`config.mk`:
```
export PLATFORM = sky130hd
export DESIGN_NAME = serial_pair_scanner
export DESIGN_NICKNAME = d
export VERILOG_FILES = /design/src/rtl/serial_scan_pkg.sv /design/src/rtl/serial_scan_ctrl.sv /design/src/rtl/serial_scan_dp.sv /design/src/rtl/serial_pair_scanner.sv
export SDC_FILE = /design/constraint.sdc
export NUM_CORES = 1
export LEC_CHECK = 0
export BUFFER_PORTS_ARGS = -buffer_cell sky130_fd_sc_hd__buf_4
export CORE_MARGIN = 1
export CORE_UTILIZATION = 36
export CTS_CLUSTER_DIAMETER = 150
export DETAILED_ROUTE_END_ITERATION = 8
export GPL_TIMING_DRIVEN = 0
export HOLD_SLACK_MARGIN = 0.15
export PLACE_DENSITY = 0.6
export SYNTH_ARGS = -nofsm -noshare
export SYNTH_HDL_FRONTEND = slang
export SYNTH_HIERARCHICAL = 1
export SYNTH_SLANG_ARGS = --single-unit
```
`constraint.sdc`:
```
create_clock -name clk -period 2.25 [get_ports clk]
set_input_delay 0.5625 -clock clk [delete_from_list [all_inputs] [get_ports clk]]
set_output_delay 0.5625 -clock clk [all_outputs]
set_load 0.02 [all_outputs]
```
`src/rtl/serial_scan_pkg.sv`:
```
package serial_scan_pkg;
  typedef struct packed {
    logic loadStart;
    logic captLo;
    logic selHi;
    logic stepDown;
    logic finishHit;
    logic finishMiss;
    logic finishErr;
  } scanCtrl_t;
endpackage

```
`src/rtl/serial_scan_ctrl.sv`:
```
module serial_scan_ctrl
  import serial_scan_pkg::*;
(
  input  logic      clk,
  input  logic      rstN,
  input  logic      start,
  input  logic      rdAck,
  input  logic      rdErr,
  input  logic      pairOk,
  input  logic      atLast,
  output logic      busy,
  output logic      rdReq,
  output scanCtrl_t ctl
);
  typedef enum logic [2:0] {S_IDLE, S_REQ_LO, S_WAIT_LO, S_REQ_HI, S_WAIT_HI} scanState_t;
  scanState_t state, nextState;

  always_ff @(posedge clk or negedge rstN) begin
    if (!rstN) state <= S_IDLE;
    else       state <= nextState;
  end

  always_comb begin
    nextState = state;
    ctl       = '0;
    rdReq     = 1'b0;
    unique case (state)
      S_IDLE: if (start) begin
        ctl.loadStart = 1'b1;
        nextState     = S_REQ_LO;
      end
      S_REQ_LO: begin
        rdReq     = 1'b1;
        nextState = S_WAIT_LO;
      end
      S_WAIT_LO: if (rdAck) begin
        if (rdErr) begin
          ctl.finishErr = 1'b1;
          nextState     = S_IDLE;
        end else begin
          ctl.captLo = 1'b1;
          nextState  = S_REQ_HI;
        end
      end
      S_REQ_HI: begin
        ctl.selHi = 1'b1;
        rdReq     = 1'b1;
        nextState = S_WAIT_HI;
      end
      S_WAIT_HI: if (rdAck) begin
        if (rdErr) begin
          ctl.finishErr = 1'b1;
          nextState     = S_IDLE;
        end else if (pairOk) begin
          ctl.finishHit = 1'b1;
          nextState     = S_IDLE;
        end else if (atLast) begin
          ctl.finishMiss = 1'b1;
          nextState      = S_IDLE;
        end else begin
          ctl.stepDown = 1'b1;
          nextState    = S_REQ_LO;
        end
      end
      default: nextState = S_IDLE;
    endcase
  end

  assign busy = (state != S_IDLE);
endmodule

```
`src/rtl/serial_scan_dp.sv`:
```
module serial_scan_dp
  import serial_scan_pkg::*;
#(
  parameter int IDX_W     = 12,
  parameter int DATA_W    = 32,
  parameter int START_IDX = 254,
  parameter int STOP_IDX  = 2
) (
  input  logic              clk,
  input  logic              rstN,
  input  scanCtrl_t         ctl,
  input  logic [DATA_W-1:0] rdData,
  output logic [IDX_W-1:0]  rdIdx,
  output logic              pairOk,
  output logic              atLast,
  output logic [DATA_W-1:0] serial,
  output logic              found,
  output logic              done
);
  localparam logic [IDX_W-1:0] StartIdx = IDX_W'(START_IDX);
  localparam logic [IDX_W-1:0] StopIdx  = IDX_W'(STOP_IDX);
  localparam logic [IDX_W-1:0] Stride   = IDX_W'(2);

  logic [IDX_W-1:0]  idx;
  logic [DATA_W-1:0] loWord;

  always_ff @(posedge clk or negedge rstN) begin
    if (!rstN) begin
      idx    <= '0;
      loWord <= '0;
      serial <= '0;
      found  <= 1'b0;
      done   <= 1'b0;
    end else begin
      done <= 1'b0;
      if (ctl.loadStart) idx <= StartIdx;
      if (ctl.stepDown)  idx <= idx - Stride;
      if (ctl.captLo)    loWord <= rdData;
      if (ctl.finishHit) begin
        serial <= loWord;
        found  <= 1'b1;
        done   <= 1'b1;
      end
      if (ctl.finishMiss) begin
        serial <= loWord;
        found  <= 1'b0;
        done   <= 1'b1;
      end
      if (ctl.finishErr) begin
        serial <= '0;
        found  <= 1'b0;
        done   <= 1'b1;
      end
    end
  end

  assign rdIdx  = {idx[IDX_W-1:1], ctl.selHi};
  assign pairOk = (loWord == ~rdData);
  assign atLast = (idx == StopIdx);
endmodule

```
`src/rtl/serial_pair_scanner.sv`:
```
module serial_pair_scanner
  import serial_scan_pkg::*;
#(
  parameter int IDX_W     = 12,
  parameter int DATA_W    = 32,
  parameter int START_IDX = 254,
  parameter int STOP_IDX  = 2
) (
  input  logic              clk,
  input  logic              rstN,
  input  logic              start,
  output logic              busy,
  output logic              done,
  output logic [DATA_W-1:0] serial,
  output logic              found,
  output logic              rdReq,
  output logic [IDX_W-1:0]  rdIdx,
  input  logic              rdAck,
  input  logic [DATA_W-1:0] rdData,
  input  logic              rdErr
);
  scanCtrl_t ctl;
  logic      pairOk;
  logic      atLast;

  serial_scan_ctrl u_ctrl (
    .clk(clk), .rstN(rstN), .start(start), .rdAck(rdAck), .rdErr(rdErr),
    .pairOk(pairOk), .atLast(atLast), .busy(busy), .rdReq(rdReq), .ctl(ctl)
  );

  serial_scan_dp #(
    .IDX_W(IDX_W), .DATA_W(DATA_W), .START_IDX(START_IDX), .STOP_IDX(STOP_IDX)
  ) u_dp (
    .clk(clk), .rstN(rstN), .ctl(ctl), .rdData(rdData), .rdIdx(rdIdx),
    .pairOk(pairOk), .atLast(atLast), .serial(serial), .found(found), .done(done)
  );
endmodule

```
; After elaboration in Yosys (flattened, before gate mapping)
; Cells that the tools add are included.
[totals]
mem_bits_rw = 0
latchBits = 0
n_memories = 0
in_bits = 37
out_inout_bits = 48
mem_bits_ro = 0
regBits = 81
[op_classes]
add_sub_neg = 1
n_mux = 37
n_lt_le_gt_ge = 0
n_reduce_logical = 6
div = 0
eq_ne = 9
n_shift = 0
mul = 0
bitwise_logic = 1
[op_table]
columns = op, n
row1 = $mux W32, 3
row2 = $eq A32 B32 Y1, 1
row3 = $not A32 Y32, 1
row4 = $mux W12, 2
row5 = $mux W1, 22
row6 = $mux W3, 6
row7 = $pmux W3 S5, 1
row8 = $eq A12 B2 Y1 const B, 1
row9 = $sub A12 B2 Y12 const B, 1
row10 = $eq A3 B2 Y1 const B, 2
row11 = $ne A2 B2 Y1 const B, 3
row12 = $reduce_bool A3 Y1, 2
row13 = $mux W4, 1
row14 = $eq A3 B1 Y1 const B, 1
row15 = $eq A3 B3 Y1 const B, 1
row16 = $logic_not A3 Y1, 1
row17 = $reduce_and A3 Y1, 1
row18 = $mux W2, 1
row19 = $pmux W1 S2, 1
row20 = $reduce_bool A2 Y1, 1
row21 = $reduce_or A2 Y1, 1

; Logic depth before layout (Yosys ltp)
[depth]
word_depth = 9
mapped_depth = 11
depth_no_buf = 9

; Cells and area by module
; Netlist, hierarchy kept.
[by_module_without_submodules]
columns = module, cells_per_inst, seq_area_each_um2, area_each_um2, instances
row1 = serial_scan_dp, 321, 1926.8, 3528.4, 1
row2 = serial_scan_ctrl, 33, 75.1, 282.8, 1

; Least setup slack after synthesis
; Ideal clock, no wire load.
[synth_path]
kind = input-to-reg
startpoint = input rdData[31]
endpoint = register u_dp.idx[3]
cell_stages = 10
path_slack_ns = 0.069
arrival_time_ns = 2.035
t_required_ns = 2.103
cell_sequence = xnor2_1 > nor4_1 > nand4_1 > nor2_1 > nor3_1 > buf_2 > nor2_1 > inv_2 > a21oi_1 > a31oi_1
[synth_lines]
columns = element, line_no
row1 = from (decl), serial_pair_scanner.sv:19  ; input logic [DATA_W-1:0] rdData,
row2 = to (signal assigned), serial_scan_dp.sv:36  ; if (ctl.loadStart) idx <= StartIdx;
row3 = to (signal assigned), serial_scan_dp.sv:37  ; if (ctl.stepDown) idx <= idx - Stride;
row4 = to (decl), serial_scan_dp.sv:24  ; logic [IDX_W-1:0] idx;

==> impl_metrics.yaml <==
routing:
  wl_per_cell_um: 14.8
  drc: 0
  met1Wirelength_um: 4140
  wl_met2_um: 4180
  wl_met3_um: 398
  vias: 2879
  via_per_inst: 4.83
  drt_pre_antenna_iters: 4
  drt_iter0_markers: 69
  ant_nets: 0
  drt-total-wl_um: 8820
  routed.top_layer: "met4"
yosys:
  ys_ff_latch: 80
  yosys_warnings: 6
  syn-cell-area_um2: 3810
  seq_area_frac_synth_pct: 52.5
  synth_cells: 354
  syn_nets: 392
  avgSynthCellArea_um2: 10.8
  yosys_most_used_dff: "dfrtp_1"
  ys_types: 43
  synth_edf_count: 0
  async_flop_share_pct: 100
worst_setup_path:
  crit_required_ns: 2.47
  critical_path_class: "flop to flop"
  cp-start-kind: "flop"
  setup.worst_path.end_class: "flop"
  arrival_ns: 2.39
  cp_max_fo: 10
grt:
  grt_pass1_wl_um: 14400
  grt_pass1_vias: 2857
  grtUsageTotal_pct: 16.8
  antenna_found_initial: 0
  overflow: 0
  grt_max_degree: 81
cts:
  cts_root_buf: "clkbuf_8"
  cts_buffers: 9
  clk_pin_slew_ns: 0.09
  cts.sinks: 80
  insertion_delay_ns: 0.34
  cts_tree: "built"
  clock_path_buffers: 2
  cts_max_level: 3
  cts_hold_buffers: 0
power_and_ir_drop:
  p_switching_mw: 2.20
  pwr-share-seq_pct: 41.6
  power_mw: 5.83
  ir_drop_v: 0.000436
  combPwrFrac_pct: 42.9
  intPower_mw: 3.64
  p_leak_nw: 2.24
  power.share.switching_pct: 37.6
  pwr-share-clk_pct: 15.6
  power_density_nw_per_um2: 1170
finish:
  final_nets: 494
  final_cells: 596
  fin_util_pct: 48.4
  syn2layout_area_growth_pct: 30.5
  drive_gt1_share_pct: 37.6
  fill_cells: 1025
  diodes: 0
sta:
  worstMarginPinSlew_ns: 1.02
  layout_setup_ws_ns: 0.0809
  period_needed_ns: 2.17
  skew_ns: 0.0108
  max_freq_ghz: 0.461
  fin_setup_tns_ns: 0
  hold_viol_final: 0
  slew_headroom_pct: 32.1
  rsz0062_at_grt: "yes"
  period_share_pct: 96.4
  setup_viol: 0
  drv_slew: 0
floorplan:
  die_h_um: 105
  pin_count: 85
  die_w_um: 105
  core_um2: 10300
  rows: 37
  initial_utilization_pct: 37.1
  die_area_um2: 11000
min_path:
  hp-class: "input pin to asynchronous set/reset pin"
run:
  maxCapViolCount: 0
placement:
  dp_hpwl_um: 6230
  place_ws_ns: -0.749
  gp_congestion: 0.793
  io_buffers: 84
  dp.cells: 574
run_status:
  status: "completed"
==> placed cells by master (no fill, tap or decap), drive strengths merged, types with 7 or more instances in the layout <==
cell	synthesis	routed
clkbuf	5	13
nand2	43	43
a21oi	10	10
o21ai	35	35
dfrtp	80	80
nor3	7	7
mux2	32	32
inv	8	8
nor2	9	9
nand2b	36	36
xnor2	32	32
buf	14	106
nor4	11	11
==> final cells by class <==
type | instances | area, um2 | share of cell area, %
flip-flops and latches | 80 | 2000 | 40.3
inverters | 8 | 30.0 | 0.604
multi-input cells | 247 | 1780 | 35.8
clock inverters | 6 | 37.5 | 0.755
plain buffers | 19 | 146 | 2.94
clock buffers | 9 | 124 | 2.49
repair buffers | 91 | 683 | 13.7
well taps | 136 | 170 | 3.42
==> metal layers <==
| metal | vias to the layer above | track usage, % |
|---|---|---|
| li1 | 1412 | - |
| met1 | 1399 | 22.5 |
| met4 | 0 | 5.13 |
| met3 | 8 | 3.93 |
| met5 | - | 0 |
| met2 | 60 | 26.9 |
==> through the flow <==
step | instance area [um2] | hold slack, ns
after floorplan | 3810 | 0.267
after global placement | 4610 | 0.470
after detailed placement | 4610 | 0.478
after CTS | 4850 | 0.424
after global routing | 4970 | 0.430
final | 4970 | 0.392
==> power groups by stage <==
stage	clock, mW	combinational [mW]	sequential (mW)
floorplan	0	1.28	2.66
global placement	0	2.31	2.43
global route	1.01	2.73	2.51
CTS	0.942	2.42	2.43
detailed placement	0	2.34	2.46
finish	0.908	2.50	2.43
==> sequential cells by signal, summed over array words and instances, names as in the netlist <==
signal / flops
u_dp/done: 1
u_dp/loWord: 32
u_dp/idx: 11
u_dp/serial: 32
u_ctrl/state: 3
u_dp/found: 1
==> critical path, cell delays in order (launching register included) <==
cell	delay, ns
dfrtp_2	0.48
nor4_4	0.30
and2b_1	0.20
and4_1	0.33
nor3b_4	0.25
nor3_2	0.07
buf_6	0.16
buf_6	0.14
nand2_1	0.06
o21ai_1	0.06
==> logic make-up after synthesis <==
group | count (synthesis) | synth area share, %
flip-flops | 80 | 52.5
adder cells (fa/ha/maj) | 1 | 0.328
buffers and inverters | 27 | 3.35
AO/OA/AOI/OAI | 55 | 7.88
AND/OR/NAND/NOR | 123 | 18.1
multiplexers | 34 | 9.98
XOR/XNOR | 34 | 7.81
==> worst paths after layout <==
path | cells after the start | endpoint | slack [ns] | startpoint
worst max-delay path | 9 | u_dp/serial[12]$_DFFE_PN0P_ | 0.08 | u_dp/idx[3]$_DFFE_PN0P_
worst max register to register | 9 | u_dp/serial[12]$_DFFE_PN0P_ | 0.08 | u_dp/idx[3]$_DFFE_PN0P_
worst min-delay path | 1 | u_dp/serial[29]$_DFFE_PN0P_ | 0.39 | rstN
max in group asynchronous | 1 | u_dp/idx[3]$_DFFE_PN0P_ | 1.14 | rstN
min in group clk | 2 | u_ctrl/state[2]$_DFFE_PN0P_ | 0.44 | rdAck
worst min register to register | 2 | u_dp/serial[23]$_DFFE_PN0P_ | 0.49 | u_dp/serial[23]$_DFFE_PN0P_
==> repair_timing <==
action                                 in CTS  in global routing
gates resized for setup                    15                 24
setup endpoints to repair                  44                 42
pin swaps                                   3                 12
setup buffers                               3                  4
endpoints found under the hold margin       0                  0
==> cells in the mapped netlist, drive strengths merged, types with 2 or more instances <==
cell type	instances	area (um2)
a31oi	3	18.8
nand2	43	161
nor3	7	40.0
nor3b	3	27.5
xor2	2	17.5
nand4	2	12.5
o21ai	35	175
nor4	11	83.8
nor2	9	33.8
and2b	2	16.3
o31ai	3	22.5
inv	8	30.0
a21oi	10	50.1
clkbuf	5	18.8
dfrtp	80	2000
buf	14	78.8
mux2	32	360
xnor2	32	280
mux2i	2	20.0
nand2b	36	233
nand3	3	20.0
No activity file was read; power rests on OpenSTA's default activity.
